==> config.mk <==
export PLATFORM = sky130hd
export DESIGN_NAME = psr_port_ctrl
export DESIGN_NICKNAME = d
export VERILOG_FILES = /design/src/rtl/psr_pkg.sv /design/src/rtl/psr_oc_watch.sv /design/src/rtl/psr_resume_timer.sv /design/src/rtl/psr_susp_core.sv /design/src/rtl/psr_port_ctrl.sv
export SDC_FILE = /design/constraint.sdc
export NUM_CORES = 1
export LEC_CHECK = 0
export ABC_AREA = 1
export BUFFER_PORTS_ARGS = -buffer_cell sky130_fd_sc_hd__buf_2
export CORE_ASPECT_RATIO = 0.9
export CORE_MARGIN = 5
export CORE_UTILIZATION = 56
export DETAILED_ROUTE_END_ITERATION = 8
export PLACE_DENSITY_LB_ADDON = 0.25
export SLEW_MARGIN = 15
export SYNTH_ARGS = -nofsm -noshare
export SYNTH_HDL_FRONTEND = slang
export SYNTH_SLANG_ARGS = --single-unit
==> constraint.sdc <==
create_clock -name clk -period 1.85 [get_ports clk]
set_input_delay 0.37 -clock clk [delete_from_list [all_inputs] [get_ports clk]]
set_output_delay 0.37 -clock clk [all_outputs]
set_load 0.05 [all_outputs]
==> src/rtl/psr_pkg.sv <==
package psr_pkg;
   typedef enum logic [1:0] {
      PS_DISABLED  = 2'd0,
      PS_ENABLED   = 2'd1,
      PS_SUSPENDED = 2'd2
   } psr_state_e;
endpackage

==> src/rtl/psr_oc_watch.sv <==
// Overcurrent level synchroniser with change detection.
module psr_oc_watch #(
   parameter int SYNC_STAGES = 2
) (
   input  logic clk,
   input  logic rst_n,
   input  logic oc_in,
   output logic oc_level,
   output logic oc_toggle
);
   localparam int TOP = SYNC_STAGES;

   logic [TOP:0] stg;

   always_ff @(posedge clk) begin
      if (!rst_n) stg <= '0;
      else        stg <= {stg[TOP-1:0], oc_in};
   end

   assign oc_level  = stg[TOP-1];
   assign oc_toggle = stg[TOP-1] ^ stg[TOP];
endmodule

==> src/rtl/psr_resume_timer.sv <==
// Counts cycles while a resume exit is pending; flags overrun at LIMIT.
module psr_resume_timer #(
   parameter int LIMIT = 120000
) (
   input  logic clk,
   input  logic rst_n,
   input  logic run,
   output logic late
);
   localparam int CW = $clog2(LIMIT + 1);
   localparam logic [CW-1:0] LIM_V = CW'(LIMIT);

   logic [CW-1:0] cnt;

   always_ff @(posedge clk) begin
      if (!rst_n || !run) cnt <= '0;
      else if (cnt != LIM_V) cnt <= cnt + 1'b1;
   end

   assign late = run && (cnt == LIM_V);
endmodule

==> src/rtl/psr_susp_core.sv <==
// Register bits and suspend/resume sequencing of one root port.
module psr_susp_core (
   input  logic clk,
   input  logic rst_n,
   input  logic reg_wr,
   input  logic wr_enable,
   input  logic wr_suspend,
   input  logic wr_resume,
   input  logic wr_reset,
   input  logic xact_busy,
   input  logic jk_seen,
   input  logic hs_idle,
   output logic enable_q,
   output logic suspend_q,
   output logic resume_q,
   output logic reset_q,
   output logic leave_q,
   output logic pcd_q
);
   logic pend_q;
   logic rst_rise, res_fall, res_sw_set, kill;
   logic susp_req, hw_wake, exit_done, want_susp;

   assign rst_rise   = reg_wr && wr_reset && !reset_q;
   assign res_fall   = reg_wr && !wr_resume && resume_q && !leave_q;
   assign res_sw_set = reg_wr && wr_resume && !resume_q && !leave_q;
   assign kill       = rst_rise || res_fall;
   assign susp_req   = reg_wr && wr_suspend && enable_q && !reset_q
                       && !suspend_q && !kill;
   assign want_susp  = !kill && (pend_q || susp_req);
   assign hw_wake    = jk_seen && suspend_q && !resume_q
                       && !(reg_wr && wr_resume) && !kill;
   assign exit_done  = leave_q && hs_idle;

   always_ff @(posedge clk) begin
      if (!rst_n) begin
         enable_q  <= 1'b0;
         reset_q   <= 1'b0;
         suspend_q <= 1'b0;
         pend_q    <= 1'b0;
         resume_q  <= 1'b0;
         leave_q   <= 1'b0;
         pcd_q     <= 1'b0;
      end else begin
         if (reg_wr) begin
            enable_q <= wr_enable;
            reset_q  <= wr_reset;
         end
         if (kill)                         suspend_q <= 1'b0;
         else if (want_susp && !xact_busy) suspend_q <= 1'b1;
         pend_q <= want_susp && xact_busy;
         if (res_sw_set || hw_wake) resume_q <= 1'b1;
         else if (exit_done)        resume_q <= 1'b0;
         if (res_fall)       leave_q <= 1'b1;
         else if (exit_done) leave_q <= 1'b0;
         pcd_q <= hw_wake;
      end
   end
endmodule

==> src/rtl/psr_port_ctrl.sv <==
module psr_port_ctrl
   import psr_pkg::*;
#(
   parameter int CLK_KHZ     = 60000,
   parameter int TIMEOUT_US  = 2000,
   parameter int SYNC_STAGES = 2,
   parameter bit TIMER_EN    = 1'b1
) (
   input  logic       clk,
   input  logic       rst_n,
   input  logic       reg_wr,
   input  logic       wr_enable,
   input  logic       wr_suspend,
   input  logic       wr_resume,
   input  logic       wr_reset,
   input  logic       wr_occ,
   input  logic       xact_busy,
   input  logic       jk_seen,
   input  logic       oc_in,
   input  logic       hs_idle,
   output logic       enable_o,
   output logic       suspend_o,
   output logic       resume_o,
   output logic       reset_o,
   output logic       occ_o,
   output logic       oc_active_o,
   output logic [1:0] port_state_o,
   output logic       pcd_pulse_o,
   output logic       blocked_o,
   output logic       drive_k_o,
   output logic       resume_late_o
);
   localparam int LIMIT = CLK_KHZ * TIMEOUT_US / 1000;

   if (CLK_KHZ < 1)     begin : g_bad_clk  $error("CLK_KHZ must be positive"); end
   if (SYNC_STAGES < 2) begin : g_bad_sync $error("SYNC_STAGES must be >= 2"); end
   if (LIMIT < 1)       begin : g_bad_lim  $error("timeout window too short"); end

   logic leave_q, oc_tog;
   psr_state_e state;

   psr_susp_core u_core (
      .clk       (clk),
      .rst_n     (rst_n),
      .reg_wr    (reg_wr),
      .wr_enable (wr_enable),
      .wr_suspend(wr_suspend),
      .wr_resume (wr_resume),
      .wr_reset  (wr_reset),
      .xact_busy (xact_busy),
      .jk_seen   (jk_seen),
      .hs_idle   (hs_idle),
      .enable_q  (enable_o),
      .suspend_q (suspend_o),
      .resume_q  (resume_o),
      .reset_q   (reset_o),
      .leave_q   (leave_q),
      .pcd_q     (pcd_pulse_o)
   );

   psr_oc_watch #(.SYNC_STAGES(SYNC_STAGES)) u_oc (
      .clk      (clk),
      .rst_n    (rst_n),
      .oc_in    (oc_in),
      .oc_level (oc_active_o),
      .oc_toggle(oc_tog)
   );

   always_ff @(posedge clk) begin
      if (!rst_n)                 occ_o <= 1'b0;
      else if (oc_tog)            occ_o <= 1'b1;
      else if (reg_wr && wr_occ)  occ_o <= 1'b0;
   end

   if (TIMER_EN) begin : g_timer
      psr_resume_timer #(.LIMIT(LIMIT)) u_tmr (
         .clk  (clk),
         .rst_n(rst_n),
         .run  (leave_q),
         .late (resume_late_o)
      );
   end else begin : g_no_timer
      assign resume_late_o = 1'b0;
   end

   always_comb begin
      if (!enable_o)      state = PS_DISABLED;
      else if (suspend_o) state = PS_SUSPENDED;
      else                state = PS_ENABLED;
   end

   assign port_state_o = state;
   assign blocked_o    = (state == PS_SUSPENDED);
   assign drive_k_o    = resume_o;
endmodule

# Word-level counts from Yosys, hierarchy flattened
# Cells that the tools add are included.
# W data, S select, Z words.
totals:
  ff_bits: 28
  out_inout_bits: 12
  in_bits: 12
op_classes:
  reduce_logical: 40
  add_sub_neg: 1
  eq_ne: 3
  bitwise_logic: 2
  n_mux: 7
ops:
  columns: ["op", "count"]
  rows:
  - ["$logic_and A1 B1 Y1", 23]
  - ["$add A17 B1 Y17 const B", 1]
  - ["$eq A17 B17 Y1 const B", 1]
  - ["$ne A17 B17 Y1 const B", 1]
  - ["$logic_not A1 Y1", 9]
  - ["$reduce_bool A2 Y1", 3]
  - ["$mux W1", 5]
  - ["$logic_or A1 B1 Y1", 4]
  - ["$mux W2", 2]
  - ["$eq A2 B2 Y1 const B", 1]
  - ["$reduce_or A2 Y1", 1]
  - ["$not A1 Y1", 1]
  - ["$xor A1 B1 Y1", 1]

# Depth between registers and ports, before layout
# Gate-level depths: netlist of the first run.
logic_depth:
  ltp_word: 10
  ltp_mapped: 10
  mapped_depth_nobuf: 10

# By module
# A second synthesis of the first run with hierarchy kept.
hier_totals:
  hier_cells: 231
  hier_area_um2: 1530.2
by_module_without_submodules:
  columns: ["mod", "cells_each", "n_inst", "area_per_inst_um2", "seq_area_each_um2"]
  rows:
  - ["psr_resume_timer", 162, 1, 1051.0, 340.3]
  - ["psr_susp_core", 43, 1, 304.0, 140.1]
  - ["psr_oc_watch", 14, 1, 101.3, 60.1]
  - ["psr_port_ctrl", 12, 1, 73.8, 20.0]

# Worst setup path before layout of the first run
# Ideal clock, no wire load.
synth_path:
  kind: "reg2out"
  from: "register g_timer.u_tmr.cnt[0]"
  to: "output resume_late_o"
  path_buffers: 0
  path_stages_with_launch: 9
  setup_slack_ps: -94
  required_ps: 1480
  arrival_time_ps: 1574
  path_cell_list: "dfxtp_1 -> inv_1 -> ha_1 -> nand2_1 -> inv_1 -> nand2_1 -> nor2_1 -> nand2_1 -> nor2_1"
synth_between:
  elab_chain_cells: 2
synth_rtl:
  columns: ["element", "line", "rtl"]
  rows:
  - ["from (decl)", "psr_resume_timer.sv:13", "logic [CW-1:0] cnt;"]
  - ["from (signal assigned)", "psr_resume_timer.sv:17", "else if (cnt != LIM_V) cnt <= cnt + 1'b1;"]
  - ["$eq A17 B17 Y1", "psr_resume_timer.sv:20", "assign late = run && (cnt == LIM_V);"]
  - ["$logic_and A1 B1 Y1", "psr_resume_timer.sv:20", null]
  - ["to (decl)", "psr_port_ctrl.sv:31", "output logic resume_late_o"]
# No other way between the ends.

# Worst setup path after layout of the first run
layout_path:
  from: "register g_timer.u_tmr.cnt[1]"
  to: "output resume_late_o"
# The elaborated chain is that of the path after synthesis.

==> results of run 1 <==
-- metal layers --
layer  up-vias  global-route usage (%)  routed length [µm]
met4         0                    8.01                 107
li1        746                       -                   -
met3        12                    3.68                 194
met5         -                       0                   0
met2        56                    29.7                1710
met1       615                    23.5                1560
-- timing repair --
| action | CTS | global route |
|---|---|---|
| endpoints found under the setup margin | 1 | 2 |
| pin swaps | 2 | 4 |
| resized for setup | 11 | 16 |
| gates cloned | 0 | 0 |
| hold buffers | 0 | 0 |
| buffers inserted | 11 | 4 |
-- state kept, by name, summed over array words and instances, names as in the netlist --
name / count
u_core.resume_q: 1
u_core.pcd_q: 1
u_core.leave_q: 1
occ_o: 1
u_core.suspend_q: 1
u_core.pend_q: 1
u_core.reset_q: 1
g_timer.u_tmr.cnt: 17
u_core.enable_q: 1
u_oc.stg: 3
-- metrics by stage --
step / total power, mW / utilization, % / hold slack (ns) / setup WS, ns
floorplan: 0.699 / - / 0.390 / 0.0835
global placement: 0.728 / 64.4 / 0.394 / 0.160
detailed placement: 0.728 / 64.4 / 0.405 / 0.116
CTS: 1.13 / 71.0 / 0.202 / -0.0535
global route: 1.16 / 73.8 / 0.206 / -0.174
finish: 1.12 / 73.8 / 0.209 / -0.101
-- cell type report --
cell class                      count  area (µm²)  area share [%]
Clock buffer                        3        22.5            1.25
Timing Repair Buffer               38         253            14.0
Multi-Input combinational cell    148         753            41.7
Clock inverter                      1        30.0            1.66
Tap cell                           28        35.0            1.94
Inverter                           37         144            7.97
Sequential cell                    28         568            31.5
-- critical path: cells and delay by family (launching register included) --
family,cells,cell delay (ns)
DFF,1,0.39
and+or+nand+nor,5,0.42
adders and majority gates,1,0.15
buffers and inverters,3,0.28
-- placed cells by master (no fill, tap or decap), types with 3 or more instances in the layout --
cell type | netlist | routed
nand2_2 | 2 | 6
nand3_1 | 12 | 12
buf_2 | 0 | 22
buf_4 | 2 | 10
dfxtp_2 | 0 | 3
dfxtp_1 | 28 | 24
nor2_4 | 2 | 3
clkbuf_4 | 0 | 3
a21oi_1 | 14 | 14
nor2_1 | 32 | 27
o21ai_0 | 4 | 4
xnor2_1 | 3 | 3
inv_2 | 4 | 5
nand4_1 | 6 | 6
inv_1 | 33 | 30
buf_6 | 0 | 6
nand2_1 | 57 | 53
nor2_2 | 5 | 9
-- power by group through the flow --
| stage | sequential, mW | clock (mW) | combinational (mW) |
|---|---|---|---|
| global route | 0.620 | 0.436 | 0.108 |
| floorplan | 0.657 | 0 | 0.0422 |
| CTS | 0.619 | 0.413 | 0.0979 |
| detailed placement | 0.632 | 0 | 0.0961 |
| finish | 0.618 | 0.408 | 0.0984 |
| global placement | 0.632 | 0 | 0.0951 |
-- worst max-delay path by stage --
stage,startpoint,to,slack [ns],cells after the start
floorplan,u_core.suspend_q,port_state_o[1],0.08,3
global placement,g_timer.u_tmr.cnt[0],resume_late_o,0.16,9
detailed placement,g_timer.u_tmr.cnt[0],resume_late_o,0.12,9
CTS,g_timer.u_tmr.cnt[1],resume_late_o,-0.05,9
global route,g_timer.u_tmr.cnt[1],resume_late_o,-0.17,9
finish,g_timer.u_tmr.cnt[1],resume_late_o,-0.10,9
-- cell families after synthesis --
| group | Yosys count |
|---|---|
| and+or+nand+nor | 120 |
| buffers and inverters | 40 |
| DFF | 28 |
| AOI/OAI and AO/OA | 21 |
| xor gates and xnor gates | 5 |
| adders and majority gates | 2 |
==> metrics, run 1 <==
status finished, violations left; violated checks negative setup slack; final setup slack of the worst path -0.101 ns; First DRT Iteration DRCs 64; cell type contributing the most total cell area after synthesis dfxtp_1; Cell Chain, Critical Path inv_4 -> ha_4 -> nand2_2 -> inv_2 -> nand2_2 -> nor2_4 -> nand2_2 -> nor2_2 -> buf_6; number of buffers created by CTS 3; Leak 0.832 nW; Final Critical Period approximately 2 ns; area share of fa/ha/maj cells after synthesis under 10%; CTS Buffer Depth 2; CTS tree built; number of antenna violations at the first check in global routing 0; Layout Area Growth over Synthesis 26.1%; Startpoint Class register; global-route congestion overflow total 0; detail-routed net length per standard cell between 10 and 15 µm; maximum single-stage delay on the critical path 0.39 ns; number of standard cells in the final layout excluding fillers 283; number of placed I/O pins 24; gate count of the mapped netlist 216; most used standard cell by instance count after synthesis nand2_1; Worst Max-Slew Pin Slew 0.300 ns; detailed-route wire length around 3600 µm; buffers added on ports 23; via count of the first global-routing pass 1,284; sequential cell fraction of total power 54.9%; Critical Setup Path Class register to primary output; multiplexer fraction of the synthesized cell area 0%; area inside the core boundary ~2400 µm²; synth warn 0; cell types occupying the most area after synthesis dfxtp_1 (39%), nand2_1 (15%), inv_1 (8.7%); Max transition margin about four fifths; Initial Util 58.5%; RD Place Congestion 0.870; maximum clock skew at final layout 0.00883 ns; Worst VDD drop 0.722 mV; width of the die 63.3 µm; share of the clock period used by the worst path after layout 105%; post-DP HPWL 2200 µm; Switch Pwr 0.265 mW; EDFF count, synth 0; #FFs+latches synth 28; number of antenna cells inserted 0; first drt pass iteration count 4; critical path fanouts, max 2; Crit. End Element primary output; Final Net Count 270; complex-gate fraction of the synthesized area 7.43%; clock-pin slew of the registers on the worst-case setup and hold paths 0.16 ns; antenna viol nets, final 0; number of nets produced by synthesis 230; cell area after layout 1810 µm²; most numerous cell types in the synthesized netlist nand2_1 (57), inv_1 (33), nor2_1 (32); Sinks on Clock Net 28; share of layout cells above drive strength 1 29.4%; GRT Overall Usage 18.3%; setup repair after global routing missed its margin true; combinational family with the most area after synthesis simple AND/OR/NAND/NOR gates; Power Density 623 nW/µm²; post-synthesis cell area 1430 µm²; instance area at placement 1580 µm²; Most common cell on crit path nand2_2; height of the die 58.0 µm; clock tree root driver cell clkbuf_4; class of the tightest hold or removal check input port to register; critical path data arrival time 1.58 ns; logic depth of the worst register-to-register path 15; launch instance of the worst min-delay path oc_in; library cell contributing the largest single delay on the critical path dfxtp_4; count of cells along the worst hold path 3; Max-cap violations 0; DIE AREA 3670 µm²; fin. max-slew vios 0; maximum level of the CTS H-tree 1; part of the Yosys area used for sequential elements around 39%; Mapped Avg Cell Area roughly 6.6 µm²; end of the worst register-to-register path g_timer.u_tmr.cnt[1]; highest clock frequency the design can meet 513 MHz; remaining design rule violation count 0; vias per std cell a little over 5; internal power contribution between 0.8 and 0.9 mW; Switching Fraction 23.6%; Post-synth top flop dfxtp_1; fill count between 200 and 250; async set or reset register ratio after synthesis 0%; data required time at the worst endpoint 1.48 ns; worst reg2reg setup slack 0.01 ns; combinational power share about 8.7%; fraction of post-synthesis cell area in the top cell type by area between 30% and 40%; hold worst-path end u_oc.stg[0]; final hold violation count 0; worst-skew pair later-pin latency roughly 0.34 ns; XOR/XNOR Fraction of Synth Area roughly 3.1%; count of standard-cell rows 17; Setup TNS Final -0.101 ns; first-pass GRT wire length 5500 µm; number of library cell types mapped by synthesis 22; setup violators final 1; instance count after placement with tap cells included around 270; Reg-to-Reg Start g_timer.u_tmr.cnt[1]; total vias in the final route 1,429; share of synthesized cell area in and, or, nand and nor gates 37.6%; maximum number of pins on one net before global-route repair 17; clock network fraction of design power 36.3%
No activity file was read; power rests on OpenSTA's default activity.
==> run 2: changes to the inputs <==
- CELL_PAD_IN_SITES_DETAIL_PLACEMENT: default -> 1
- CELL_PAD_IN_SITES_GLOBAL_PLACEMENT: default -> 1
- CORE_UTILIZATION: 56 -> 41
==> run 2 against run 1 <==
The flow now finishes without violations. Global-route usage down 0.31 points. First-iteration DRC count down 4.7%. Wire length up 12%. Combinational power about the same. Clock skew down 0.0036 ns. Register-to-register slack better by 0.16 ns. Via count up 1.1%. Fmax up 7.8%. Count of clock-buffer cells in the layout unchanged. Total power down 5.7%. Setup slack better by 0.14 ns. Sequential cell count unchanged. Largest power group unchanged.
==> metrics, run 2 (synthesis results as in run 1) <==
Final Critical Period 1.81 ns; Sinks on Clock Net 28; number of standard cells in the final layout excluding fillers 297; maximum clock skew at final layout 0.00522 ns; library cell contributing the largest single delay on the critical path dfxtp_2; Reg-to-Reg Start g_timer.u_tmr.cnt[0]; cell family contributing the most delay on the critical path simple AND/OR/NAND/NOR gates; First DRT Iteration DRCs 61; share of the clock period used by the worst path after layout 97.8%; share of layout cells above drive strength 1 31.6%; Setup TNS Final 0 ns; maximum level of the CTS H-tree 1; total vias in the final route 1,445; via count of the first global-routing pass roughly 1,500; final setup slack of the worst path approximately 0.040 ns; number of buffers created by CTS 3; CTS tree built; WP buf/inv 3; critical path fanouts, max 2; post-DP HPWL 2770 µm; setup repair after global routing missed its margin true; number of hold buffers added after cts 0; antenna viol nets, final 0; routed wire length on met3 192 µm; status complete, no violations; Power Density 585 nW/µm²; number of placed I/O pins 24; placement-stage worst setup slack between 0.07 and 0.08 ns; worst-skew pair later-pin latency 0.28 ns; Initial Util around 42%; maximum number of pins on one net before global-route repair 15; final hold violation count 0; count of cells along the worst hold path 3; clock network fraction of design power 32.1%; first-pass GRT wire length roughly 6700 µm; worst reg2reg setup slack 0.17 ns; Crit. End Element primary output; combinational power share roughly a tenth; Leak just over 0.8 nW; width of the die 72.3 µm; commonest cells after routing, fill and taps aside nand2_1 (51), inv_1 (29), nor2_1 (27); RD Place Congestion approximately 0.76; remaining design rule violation count 0; Layout Area Growth over Synthesis 26.7%; Critical Setup Path Class register to primary output; highest routing layer actually used met4; number of antenna cells inserted 0; first drt pass iteration count 4; Largest Register g_timer.u_tmr.cnt; clock-pin slew of the registers on the worst-case setup and hold paths about 0.10 ns; detailed-route wire length 4000 µm; Switching Fraction 25.6%; data required time at the worst endpoint 1.48 ns; cell area after layout 1810 µm²; GRT Overall Usage 17.9%; CTS Buffer Depth 2; Max-cap violations 0; highest clock frequency the design can meet 553 MHz; setup violators final 0; Routed met2 length roughly 1900 µm; detail-routed net length per standard cell 13.5 µm; area inside the core boundary 3380 µm²; Max transition margin 78.0%; critical path data arrival time 1.44 ns; commonest non-fill, non-tap cell in the layout nand2_1; vias per std cell 4.87; logic depth of the worst register-to-register path 13; met1 layer wirelength in the final routing 1780 µm; number of antenna violations at the first check in global routing 0; sequential cell fraction of total power ~60%; max reg flops 17; end of the worst register-to-register path g_timer.u_tmr.cnt[1]; buffers added on ports 23; Worst VDD drop 0.452 mV; Worst Max-Slew Pin Slew 0.328 ns; launch point of the critical path g_timer.u_tmr.cnt[0]; capture point of the worst path resume_late_o; fin. max-slew vios 0; maximum single-stage delay on the critical path ~0.34 ns; Cell Chain, Critical Path inv_2 -> ha_4 -> nand2_2 -> inv_2 -> nand2_2 -> nor2_4 -> nand2_2 -> nor2_4 -> buf_8; Most common cell on crit path nand2_2; height of the die between 60 and 70 µm; biggest registers after layout g_timer.u_tmr.cnt: 17 flops, u_oc.stg: 3 flops; class of the tightest hold or removal check input port to register; global-route congestion overflow total 0; internal power contribution 0.788 mW; Final Net Count 269; Switch Pwr around 0.27 mW; Startpoint Class register; DIE AREA 4770 µm²; instance count after placement with tap cells included 282; instance area at placement 1600 µm²; fill count between 400 and 500; count of standard-cell rows 20; cell depth of the worst setup path 9; clock tree root driver cell clkbuf_8
[run 2: area by class of cell]
| type | count | area, µm² | area share [%] |
|---|---|---|---|
| Clock buffer | 3 | 41.3 | 2.28 |
| Inverter | 37 | 139 | 7.66 |
| Timing Repair Buffer | 37 | 234 | 12.9 |
| Sequential cell | 28 | 571 | 31.5 |
| Tap cell | 44 | 55.1 | 3.04 |
| Multi-Input combinational cell | 148 | 773 | 42.7 |
[run 2: how the worst min path moves through the flow]
stage,end,start,slack (ns)
final,u_oc.stg[0],oc_in,0.27
after global routing,u_oc.stg[0],oc_in,0.28
after CTS,u_oc.stg[0],oc_in,0.27
after detailed placement,u_oc.stg[1],u_oc.stg[0],0.42
after global placement,u_oc.stg[1],u_oc.stg[0],0.40
after floorplan,u_oc.stg[1],u_oc.stg[0],0.39
[run 2: power by group through the flow]
| stage | clock network (mW) | logic, mW | registers (mW) |
|---|---|---|---|
| 3_5_place_dp | 0 | 0.0979 | 0.633 |
| 4_1_cts | 0.357 | 0.0998 | 0.619 |
| 5_1_grt | 0.374 | 0.110 | 0.620 |
| 3_3_place_gp | 0 | 0.0967 | 0.633 |
| 6_report | 0.341 | 0.101 | 0.619 |
| 2_1_floorplan | 0 | 0.0422 | 0.657 |
[run 2: metal layers]
layer  vias to the layer above  global-route usage, %
met3                         8                   3.95
met2                        32                   30.6
met5                         -                      0
met4                         0                   5.87
li1                        738                      -
met1                       667                   22.3
[run 2: worst min-delay path: stages]
cell     delay [ns]
buf_2          0.08
nand2_1        0.04
inv_1          0.04
[run 2: repair_timing]
action | CTS | global route
pin swaps | 4 | 5
endpoints found under the setup margin | 1 | 2
resized for setup | 12 | 19
setup buffers | 10 | 3
[run 2: metrics by stage]
step	utilization [%]	total power [mW]	hold slack (ns)
2_1_floorplan	-	0.699	0.390
3_3_place_gp	47.4	0.729	0.398
3_5_place_dp	47.4	0.731	0.416
4_1_cts	51.8	1.08	0.268
5_1_grt	53.7	1.10	0.276
6_report	53.7	1.06	0.275
